--- src/rtl/hbi_pkg.sv ---
package hbi_pkg;
  typedef enum logic [1:0] {
    CYC_IDLE = 2'd0,
    CYC_WAIT = 2'd1,
    CYC_ACK  = 2'd2
  } cyc_state_t;

  localparam int NUM_REGIONS = 4;
  localparam int REGION_BITS = 2;
endpackage

--- src/rtl/hbi_sync.sv ---
module hbi_sync #(
  parameter int W = 1,
  parameter int STAGES = 2,
  parameter logic [W-1:0] INIT = '0
) (
  input  logic         clk,
  input  logic         rst_n,
  input  logic [W-1:0] d,
  output logic [W-1:0] q
);
  logic [W-1:0] chain [STAGES];

  genvar s;
  generate
    for (s = 0; s < STAGES; s++) begin : g_stage
      if (s == 0) begin : g_first
        always_ff @(posedge clk or negedge rst_n)
          if (!rst_n) chain[0] <= INIT;
          else        chain[0] <= d;
      end else begin : g_next
        always_ff @(posedge clk or negedge rst_n)
          if (!rst_n) chain[s] <= INIT;
          else        chain[s] <= chain[s-1];
      end
    end
  endgenerate

  assign q = chain[STAGES-1];
endmodule

--- src/rtl/hbi_strobe_dec.sv ---
module hbi_strobe_dec (
  input  logic mux_mode,
  input  logic intel_style,
  input  logic cs_n,
  input  logic ds_rd,
  input  logic rw_wr,
  output logic rd_req,
  output logic wr_req
);
  logic sep_strobes;

  assign sep_strobes = mux_mode & intel_style;

  always_comb begin
    rd_req = 1'b0;
    wr_req = 1'b0;
    if (!cs_n) begin
      if (sep_strobes) begin
        rd_req = ~ds_rd & rw_wr;
        wr_req = ~rw_wr & ds_rd;
      end else begin
        rd_req = ds_rd & rw_wr;
        wr_req = ds_rd & ~rw_wr;
      end
    end
  end
endmodule

--- src/rtl/hbi_addr_latch.sv ---
module hbi_addr_latch #(
  parameter int ADDR_W = 8,
  parameter int DATA_W = 8
) (
  input  logic              clk,
  input  logic              rst_n,
  input  logic              mux_mode,
  input  logic              ale,
  input  logic [DATA_W-1:0] ad,
  input  logic [ADDR_W-1:0] addr_sep,
  output logic [ADDR_W-1:0] addr
);
  localparam int CAP_W = (DATA_W < ADDR_W) ? DATA_W : ADDR_W;

  logic              ale_q;
  logic              ale_fall;
  logic [ADDR_W-1:0] lat_q;
  logic [ADDR_W-1:0] ad_ext;

  always_comb begin
    ad_ext = '0;
    ad_ext[CAP_W-1:0] = ad[CAP_W-1:0];
  end

  assign ale_fall = ale_q & ~ale;

  always_ff @(posedge clk or negedge rst_n)
    if (!rst_n) begin
      ale_q <= 1'b0;
      lat_q <= '0;
    end else begin
      ale_q <= ale;
      if (mux_mode && ale_fall) lat_q <= ad_ext;
    end

  assign addr = mux_mode ? lat_q : addr_sep;

  // a falling latch enable captures the bus value of that cycle
  assert_addr_capture_R2: assert property (@(posedge clk) disable iff (!rst_n)
    (mux_mode && ale_q && !ale) |=> (lat_q == $past(ad_ext)));
endmodule

--- src/rtl/hbi_cycle_ctl.sv ---
module hbi_cycle_ctl
  import hbi_pkg::*;
#(
  parameter int ADDR_W = 8,
  parameter int DATA_W = 8,
  parameter int ACK_DLY = 2
) (
  input  logic              clk,
  input  logic              rst_n,
  input  logic              rd_req,
  input  logic              wr_req,
  input  logic [ADDR_W-1:0] addr,
  input  logic [DATA_W-1:0] ad,
  input  logic [DATA_W-1:0] reg_rdata,
  output logic [ADDR_W-1:0] reg_addr,
  output logic [DATA_W-1:0] reg_wdata,
  output logic              reg_wr,
  output logic              reg_rd,
  output logic [DATA_W-1:0] rdata_q,
  output logic              ack_n
);
  localparam int CNT_W = (ACK_DLY < 2) ? 1 : $clog2(ACK_DLY);
  localparam logic [CNT_W-1:0] CNT_LAST = CNT_W'(ACK_DLY - 1);

  cyc_state_t       state;
  logic [CNT_W-1:0] cnt;
  logic             is_wr_q;
  logic             req;

  assign req = rd_req | wr_req;

  always_ff @(posedge clk or negedge rst_n)
    if (!rst_n) begin
      state     <= CYC_IDLE;
      cnt       <= '0;
      is_wr_q   <= 1'b0;
      reg_addr  <= '0;
      reg_wdata <= '0;
      rdata_q   <= '0;
      reg_wr    <= 1'b0;
      reg_rd    <= 1'b0;
    end else begin
      reg_wr <= 1'b0;
      reg_rd <= 1'b0;
      case (state)
        CYC_IDLE: if (req) begin
          state    <= CYC_WAIT;
          cnt      <= '0;
          is_wr_q  <= wr_req;
          reg_addr <= addr;
          reg_rd   <= rd_req;
        end
        CYC_WAIT: begin
          if (!req) begin
            state <= CYC_IDLE;
          end else if (cnt == CNT_LAST) begin
            state <= CYC_ACK;
            if (is_wr_q) begin
              reg_wr    <= 1'b1;
              reg_wdata <= ad;
            end else begin
              rdata_q <= reg_rdata;
            end
          end else begin
            cnt <= cnt + 1'b1;
          end
        end
        CYC_ACK: if (!req) state <= CYC_IDLE;
        default: state <= CYC_IDLE;
      endcase
    end

  assign ack_n = (state != CYC_ACK);

  // the commit strobe never lasts two cycles
  assert_single_commit_R8: assert property (@(posedge clk) disable iff (!rst_n)
    reg_wr |=> !reg_wr);
  // acknowledge only ever starts while a request was present
  assert_ack_after_req_R6: assert property (@(posedge clk) disable iff (!rst_n)
    $fell(ack_n) |-> $past(req));
  // released request drops the acknowledge on the next edge
  assert_ack_release_R6: assert property (@(posedge clk) disable iff (!rst_n)
    (!ack_n && !req) |=> ack_n);
endmodule

--- src/rtl/hbi_host_port.sv ---
module hbi_host_port
  import hbi_pkg::*;
#(
  parameter int ADDR_W = 8,
  parameter int DATA_W = 8,
  parameter int SYNC_STAGES = 2,
  parameter int ACK_DLY = 2
) (
  input  logic                   clk,
  input  logic                   rst_n,
  input  logic                   mux_mode,
  input  logic                   intel_style,
  input  logic                   cs_n,
  input  logic                   ds_rd,
  input  logic                   rw_wr,
  input  logic                   ale,
  input  logic [ADDR_W-1:0]      addr_in,
  input  logic [DATA_W-1:0]      ad_in,
  output logic [DATA_W-1:0]      ad_out,
  output logic                   ad_oe,
  output logic                   ack_n,
  output logic [ADDR_W-1:0]      reg_addr,
  output logic [NUM_REGIONS-1:0] reg_sel,
  output logic [DATA_W-1:0]      reg_wdata,
  output logic                   reg_wr,
  output logic                   reg_rd,
  input  logic [DATA_W-1:0]      reg_rdata
);
  localparam int CTL_W = 4;
  localparam int DAT_W = ADDR_W + DATA_W;

  logic [CTL_W-1:0]  ctl_s;
  logic [DAT_W-1:0]  dat_s;
  logic              cs_s, ds_s, rw_s, ale_s;
  logic [ADDR_W-1:0] addr_s;
  logic [DATA_W-1:0] ad_s;
  logic [ADDR_W-1:0] cyc_addr;
  logic              rd_req, wr_req;

  hbi_sync #(.W(CTL_W), .STAGES(SYNC_STAGES), .INIT(4'b0101)) u_sync_ctl (
    .clk(clk), .rst_n(rst_n),
    .d({ale, rw_wr, ds_rd, cs_n}),
    .q(ctl_s)
  );

  hbi_sync #(.W(DAT_W), .STAGES(SYNC_STAGES), .INIT('0)) u_sync_dat (
    .clk(clk), .rst_n(rst_n),
    .d({addr_in, ad_in}),
    .q(dat_s)
  );

  assign {ale_s, rw_s, ds_s, cs_s} = ctl_s;
  assign {addr_s, ad_s} = dat_s;

  hbi_strobe_dec u_dec (
    .mux_mode(mux_mode), .intel_style(intel_style),
    .cs_n(cs_s), .ds_rd(ds_s), .rw_wr(rw_s),
    .rd_req(rd_req), .wr_req(wr_req)
  );

  hbi_addr_latch #(.ADDR_W(ADDR_W), .DATA_W(DATA_W)) u_alat (
    .clk(clk), .rst_n(rst_n), .mux_mode(mux_mode),
    .ale(ale_s), .ad(ad_s), .addr_sep(addr_s), .addr(cyc_addr)
  );

  hbi_cycle_ctl #(.ADDR_W(ADDR_W), .DATA_W(DATA_W), .ACK_DLY(ACK_DLY)) u_ctl (
    .clk(clk), .rst_n(rst_n),
    .rd_req(rd_req), .wr_req(wr_req),
    .addr(cyc_addr), .ad(ad_s), .reg_rdata(reg_rdata),
    .reg_addr(reg_addr), .reg_wdata(reg_wdata),
    .reg_wr(reg_wr), .reg_rd(reg_rd),
    .rdata_q(ad_out), .ack_n(ack_n)
  );

  assign ad_oe = rd_req;

  genvar g;
  generate
    for (g = 0; g < NUM_REGIONS; g++) begin : g_region
      assign reg_sel[g] = (reg_addr[ADDR_W-1 -: REGION_BITS] == REGION_BITS'(g));
    end
  endgenerate

  // no internal access may follow a deselected cycle
  assert_no_access_unselected_R3: assert property (@(posedge clk) disable iff (!rst_n)
    (reg_wr || reg_rd) |-> !$past(cs_s));
  // the host bus is never driven while a write commits
  assert_oe_not_in_write_R7: assert property (@(posedge clk) disable iff (!rst_n)
    ad_oe |-> !reg_wr);
  // every internal access targets exactly one region
  assert_one_region_R9: assert property (@(posedge clk) disable iff (!rst_n)
    (reg_wr || reg_rd) |-> ($countones(reg_sel) == 1));
endmodule

--- config.mk ---
export PLATFORM = sky130hd
export DESIGN_NAME = hbi_host_port
export DESIGN_NICKNAME = d
export VERILOG_FILES = /design/src/rtl/hbi_pkg.sv /design/src/rtl/hbi_sync.sv /design/src/rtl/hbi_strobe_dec.sv /design/src/rtl/hbi_addr_latch.sv /design/src/rtl/hbi_cycle_ctl.sv /design/src/rtl/hbi_host_port.sv
export SDC_FILE = /design/constraint.sdc
export NUM_CORES = 1
export LEC_CHECK = 0
export ABC_AREA = 1
export BUFFER_PORTS_ARGS = -buffer_cell sky130_fd_sc_hd__buf_2
export CAP_MARGIN = 15
export CELL_PAD_IN_SITES_DETAIL_PLACEMENT = 1
export CELL_PAD_IN_SITES_GLOBAL_PLACEMENT = 2
export CORE_MARGIN = 4
export CORE_UTILIZATION = 31
export CTS_CLUSTER_SIZE = 40
export DETAILED_ROUTE_END_ITERATION = 6
export MAX_ROUTING_LAYER = met4
export PLACE_DENSITY_LB_ADDON = 0.1
export REMOVE_ABC_BUFFERS = 1
export SLEW_MARGIN = 20
export SYNTH_ARGS = -nofsm -noshare
export SYNTH_HDL_FRONTEND = slang
export SYNTH_SLANG_ARGS = --single-unit
--- constraint.sdc ---
create_clock -name clk -period 1.4 [get_ports clk]
set_input_delay 0.07 -clock clk [delete_from_list [all_inputs] [get_ports clk]]
set_output_delay 0.07 -clock clk [all_outputs]
set_load 0.01 [all_outputs]
==> run_results.csv, run 1 <==
group,metric,value,unit
run_status,run_status,"finished with violations",
run_status,violations,"negative setup slack",
global_route,busiest_layer,"met2",
logic_synthesis,ys_seq_area_share,72.07,%
timing,setup_ws,-0.03314,ns
detailed_routing,wl,5988,um
power_and_ir_drop,p_leak,1.908,nW
timing,max_freq,697.8,MHz
layout,num_antenna_cells,0,
die,start_util,31.69,%
clock_network,cts-root-buf,"clkbuf_8",
global_route,overflow,0,
timing,finalHoldViolCount,0,
worst_setup_path,criticalPathCategory,"flip-flop to primary output",
detailed_routing,drcViolationCount,0,
clock_network,clk-insertion-delay-late,0.35,ns
layout,drive_gt1_share,37.35,%
worst_setup_path,worstPathArrival,1.36,ns
clock_network,path_clk_slew,0.08,ns
worst_setup_path,required,1.33,ns
layout,regArea,1982,um2
power_and_ir_drop,power,5.196,mW
logic_synthesis,syn_inst,207,
detailed_routing,first_pass_iters,4,
clock_network,cts_tree,"yes",
clock_network,htreeDepth,3,
global_route,grtUsageTotal,12.97,%
global_route,grt_util_met1,16.73,%
die,pin_count,64,
worst_setup_path,cp-end-kind,"primary output",
worst_setup_path,crit_path_max_fanout,2,
worst_setup_path,startpoint_type,"flip-flop",
place,hpwlAfterDp,3980,um
global_route,use_met3,3.481,%
run,max_cap_violations,0,
die,rows,34,
layout,fillers,937,
power_and_ir_drop,p_per_area,1358,nW/um2
global_route,grt_pass1_vias,1953,
layout,area_growth_syn_to_layout,39.17,%
timing,slew-limit-headroom,77.42,%
global_route,grt_antenna_before_repair,0,
die,die_w,102.2,um
layout,nets,352,
die,die-area,10440,um2
clock_network,clockBufferDepth,2,
logic_synthesis,ys_types,21,
global_route,met2_usage,19.19,%
clock_network,cts.sinks,79,
place,dp.cells,386,
detailed_routing,final_antenna_net_count,0,
logic_synthesis,netlist_area,2750,um2
timing,skew,0.009375,ns
timing,min_period_over_period,102.4,%
die,die_h,102.2,um
detailed_routing,routedWlPerCell,13.86,um
place,gp_congestion,0.6850,
layout,fin_cells,432,
logic_synthesis,syn_area_per_cell,13.29,um2
timing,setup_violations,1,
global_route,grt_max_degree,41,
detailed_routing,vias,1866,
worst_hold_path,hp-class,"input port to asynchronous set/reset pin",
logic_synthesis,ys_warn_count,0,
global_route,grt_pass1_wl,9942,um
clock_network,cts_buffers,9,
layout,multi_input_area,719.4,um2
power_and_ir_drop,ir_drop,0.0006156,V
logic_synthesis,ys_ff_latch,79,
detailed_routing,drt-initial-drc-count,42,
detailed_routing,vias_per_cell,4.319,
die,coreArea,8678,um2
timing,rsz0062_at_grt,"true",
place,placement.io_buffers,63,
timing,min_period,1.433,ns
timing,tightest_slew,0.3374,ns
timing,slew_violations,0,
## worst paths after layout
check	from	slack, ns	to	cells after the start
setup reg to reg	u_sync_ctl.q[2]	0.01	u_ctl.reg_wdata[7]	8
hold / removal	rst_n	0.15	u_ctl.reg_rd	2
hold reg to reg	u_sync_dat.chain[31]	0.35	u_sync_dat.q[15]	0
setup / recovery	u_sync_ctl.q[2]	-0.03	ad_oe	6
max in group asynchronous	rst_n	0.70	u_ctl.reg_wdata[5]	3
min in group clk	intel_style	0.26	u_ctl.reg_rd	6
## power breakdown
group	switching [mW]	total [mW]	internal (mW)
combinational	0.438	0.829	0.392
sequential	0.152	2.70	2.54
clock	0.844	1.67	0.825
total	1.43	5.20	3.76
## per-stage QoR
step / setup TNS, ns / worst slack [ns] / hold slack [ns] / instance area, um2 / util [%]
after floorplan: -0.4949 / -0.06186 / -0.2256 / 2691 / -
after global placement: -0.6024 / -0.06567 / -0.02347 / 3262 / 37.59
after detailed placement: -0.7190 / -0.07818 / -0.01661 / 3262 / 37.59
after CTS: -0.06769 / -0.06769 / 0.1395 / 3795 / 43.73
after global routing: -0.5288 / -0.09421 / 0.1544 / 3827 / 44.10
final: -0.03314 / -0.03314 / 0.1461 / 3827 / 44.10
## synth_stat cells
library cell	instances	share of area, %
dfrtp_1	75	68
nand2_1	49	6.7
nand4_1	16	3.6
inv_1	10	1.4
o21ai_1	9	1.6
mux2_2	8	3.3
mux2i_1	8	2.9
nor2_1	7	0.96
dfstp_2	4	3.8
a21oi_1	3	0.55
buf_6	3	1.2
nand3_4	3	1.9
buf_2	2	0.36
nand2_2	2	0.45
nand2_4	2	0.82
buf_8	1	0.55
clkinv_1	1	0.14
nand3_1	1	0.18
nand3_2	1	0.36
nor2_8	1	0.73
nor3_1	1	0.18
## cells by family after synthesis
| logic type | Yosys count | synth area share (%) |
|---|---|---|
| buf+inv | 17 | 3.639 |
| simple gates | 83 | 15.92 |
| flops | 79 | 72.07 |
| compound gates | 12 | 2.184 |
| mux | 16 | 6.188 |
## worst max-delay path, cell delays in order, from the launching register on
cell	delay, ns
dfstp_2	0.54
inv_2	0.04
nor2_4	0.09
nand3_4	0.10
buf_6	0.13
inv_2	0.04
buf_6	0.09
## metal layers
layer | share of wire (%) | vias to the layer above
li1 | - | 911
met3 | 5.2 | 11
met5 | 0 | -
met1 | 45 | 898
met4 | 2.1 | 0
met2 | 48 | 46
## final cells by class
cell class                      count  share of cell area [%]
Clock buffer                        9                   3.236
Clock inverter                      6                   1.863
Inverter                           11                   1.079
Multi-Input combinational cell    112                   18.80
Sequential cell                    79                   51.78
Tap cell                          108                   3.531
Timing Repair Buffer              107                   19.71
## registers in the layout, summed over array words and instances, names as in the netlist, 2 cells and up
name              count
u_alat.lat_q          8
u_sync_ctl.chain      4
u_ctl.rdata_q         8
u_sync_ctl.q          4
u_ctl.state           2
u_ctl.reg_wdata       8
u_ctl.reg_addr        8
u_sync_dat.q         16
u_sync_dat.chain     16
## placed cells by master, fill, tap and decap left out, types with 5 or more instances in the layout
cell,n
dfrtp_1,75
mux2_2,8
inv_1,8
clkbuf_8,9
nand3_4,5
dlygate4sd3_1,29
buf_4,11
o21ai_1,9
nand2_1,47
nand4_1,16
buf_2,61
buf_6,5
mux2i_1,8
nor2_1,6
## repair_timing
item	CTS	global route
hold endpoints to repair	107	0
setup endpoints to repair	17	12
setup buffers	1	0
hold buffers	29	0
pin swaps	2	3
cloned	1	0
gates resized for setup	8	7
No activity file was read; power rests on OpenSTA's default activity.
==> run 2: changes to the inputs <==
Settings changed: SETUP_SLACK_MARGIN set to 0.15.
==> run 2 against run 1 <==
Against the previous run:
- the run still ends with negative setup slack left
- total power up 0.41%
- first-iteration DRC count decreased by 7.1%
- critical path depth unchanged
- routed wire length up 0.94%
- design area increased by 0.95%
- critical path type unchanged
- largest cell class unchanged
- highest routed layer unchanged
==> run_results.csv, run 2 (synthesized netlist as in run 1, its figures left out) <==
group,metric,value,unit
power_and_ir_drop,ir_drop,0.0006174,V
place,postPlaceCellArea,3262,um2
worst_setup_path,crit_path_top_delay_cell,"dfstp_2",
global_route,grt_max_degree,41,
power_and_ir_drop,p_per_area,1350,nW/um2
clock_network,cts-root-buf,"clkbuf_8",
worst_setup_path,path_cells,"inv_2, nor2_4, nand3_4, buf_6, inv_2, buf_6",
place,hpwlAfterDp,3980,um
detailed_routing,wl,6044,um
timing,slew-limit-headroom,80.64,%
timing,timing.hold.ws,0.1456,ns
die,start_util,31.69,%
layout,num_antenna_cells,0,
clock_network,clk-insertion-delay-late,0.35,ns
clock_network,htreeDepth,3,
layout,fin_area,3864,um2
die,pin_count,64,
worst_setup_path,required,1.33,ns
detailed_routing,first_pass_iters,4,
worst_setup_path,setup.worst_path.start,"u_sync_ctl.q[2]",
global_route,grt_antenna_before_repair,0,
worst_setup_path,startpoint_type,"flip-flop",
layout,fin_cells,434,
power_and_ir_drop,power,5.217,mW
layout,layout.cells.most_common,"dfrtp_1",
worst_setup_path,worstPathArrival,1.36,ns
worst_setup_path,max_stage_delay,0.54,ns
detailed_routing,drcViolationCount,0,
clock_network,cts.sinks,79,
worst_setup_path,criticalPathCategory,"flip-flop to primary output",
timing,slew_violations,0,
clock_network,path_clk_slew,0.08,ns
clock_network,cts_tree,"yes",
timing,skew,0.009325,ns
run_status,violations,"negative setup slack",
layout,nets,354,
timing,finalHoldViolCount,0,
timing,min_period_over_period,102.3,%
global_route,grt_pass1_wl,10120,um
detailed_routing,vias_per_cell,4.318,
worst_hold_path,hp-class,"input port to asynchronous set/reset pin",
worst_setup_path,r2r-start,"u_sync_ctl.q[2]",
place,post-place-ws,-0.07818,ns
detailed_routing,final_antenna_net_count,0,
layout,area_growth_syn_to_layout,40.49,%
die,die_w,102.2,um
run_status,run_status,"finished with violations",
timing,setup_violations,1,
clock_network,clockBufferDepth,2,
place,gp_congestion,0.6850,
global_route,overflow,0,
clock_network,cts_buffers,9,
worst_setup_path,crit_path_max_fanout,2,
layout,final_cell_mix,"dfrtp_1 (74), buf_2 (61), nand2_1 (48)",
run,max_cap_violations,0,
place,dp.cells,386,
timing,min_period,1.433,ns
detailed_routing,vias,1874,
timing,rsz0062_at_grt,"true",
timing,max_freq,698.0,MHz
die,die_h,102.2,um
worst_setup_path,cp-end-kind,"primary output",
layout,drive_gt1_share,38.96,%
die,rows,34,
die,die-area,10440,um2
timing,setup_ws,-0.03265,ns
detailed_routing,drt-initial-drc-count,39,
timing,tightest_slew,0.2904,ns
global_route,grtUsageTotal,13.18,%
global_route,grt_pass1_vias,1980,
place,placement.io_buffers,63,
die,coreArea,8678,um2
detailed_routing,routedWlPerCell,13.93,um
power_and_ir_drop,p_leak,1.918,nW
layout,fillers,935,
[run 2: changes by cell type in the layout (fill, tap and decap cells not counted), moves of 2 or more]
cell	delta
inv_2	+2
buf_6	+3
inv_1	-2
nand2_2	-2
[run 2: report_power, final]
part,leakage (nW),internal [mW],switching [mW]
registers,0.965,2.54,0.154
logic,0.861,0.403,0.445
clock network,0.0919,0.825,0.845
[run 2: worst max-delay path, delay by kind of cell, from the launching register on]
kind / cells / cell delay, ns
buffers and inverters: 4 / 0.30
flip-flops: 1 / 0.54
AND/OR/NAND/NOR: 2 / 0.19
[run 2: repair_timing]
action                                  4_1_cts  5_1_grt
pin swaps                                     4        2
endpoints found under the hold margin       107        0
buffers inserted                              3        0
hold buffers                                 29        0
endpoints found under the setup margin       30       31
gates resized for setup                      19        4
cloned                                        1        0
[run 2: final cells by class]
class / instances / area, um2 / area share (%)
tap: 108 / 135.1 / 3.497
sequential: 79 / 1983 / 51.33
multi-input combinational: 112 / 728.2 / 18.85
inverter: 11 / 41.29 / 1.069
clock inverter: 6 / 71.32 / 1.846
clock buffer: 9 / 123.9 / 3.206
timing repair buffer: 109 / 780.7 / 20.21
[run 2: worst paths after layout]
check / endpoint / slack [ns] / depth (start not counted)
worst max-delay path: ad_oe / -0.03 / 6
worst min-delay path: u_ctl.reg_addr[6] / 0.15 / 2
worst max register to register: u_ctl.rdata_q[2] / 0.03 / 8
worst min register to register: u_sync_dat.q[15] / 0.35 / 0
max in group asynchronous: u_ctl.reg_wdata[5] / 0.70 / 3
min in group clk: u_ctl.reg_rd / 0.27 / 6
[run 2: layer usage]
metal | part of all wire, % | global-route usage [%] | vias to the layer above
met4 | 2.1 | 5.752 | 0
met2 | 48 | 19.49 | 44
met1 | 44 | 17.08 | 906
met5 | 0 | - | -
li1 | - | - | 913
met3 | 5.0 | 3.481 | 11
[run 2: through the flow]
stage,util (%),TNS [ns]
after global placement,37.59,-0.6024
after floorplan,-,-0.4949
after global routing,44.52,-0.6518
after detailed placement,37.59,-0.7190
final,44.52,-0.03265
after CTS,44.43,-0.06769
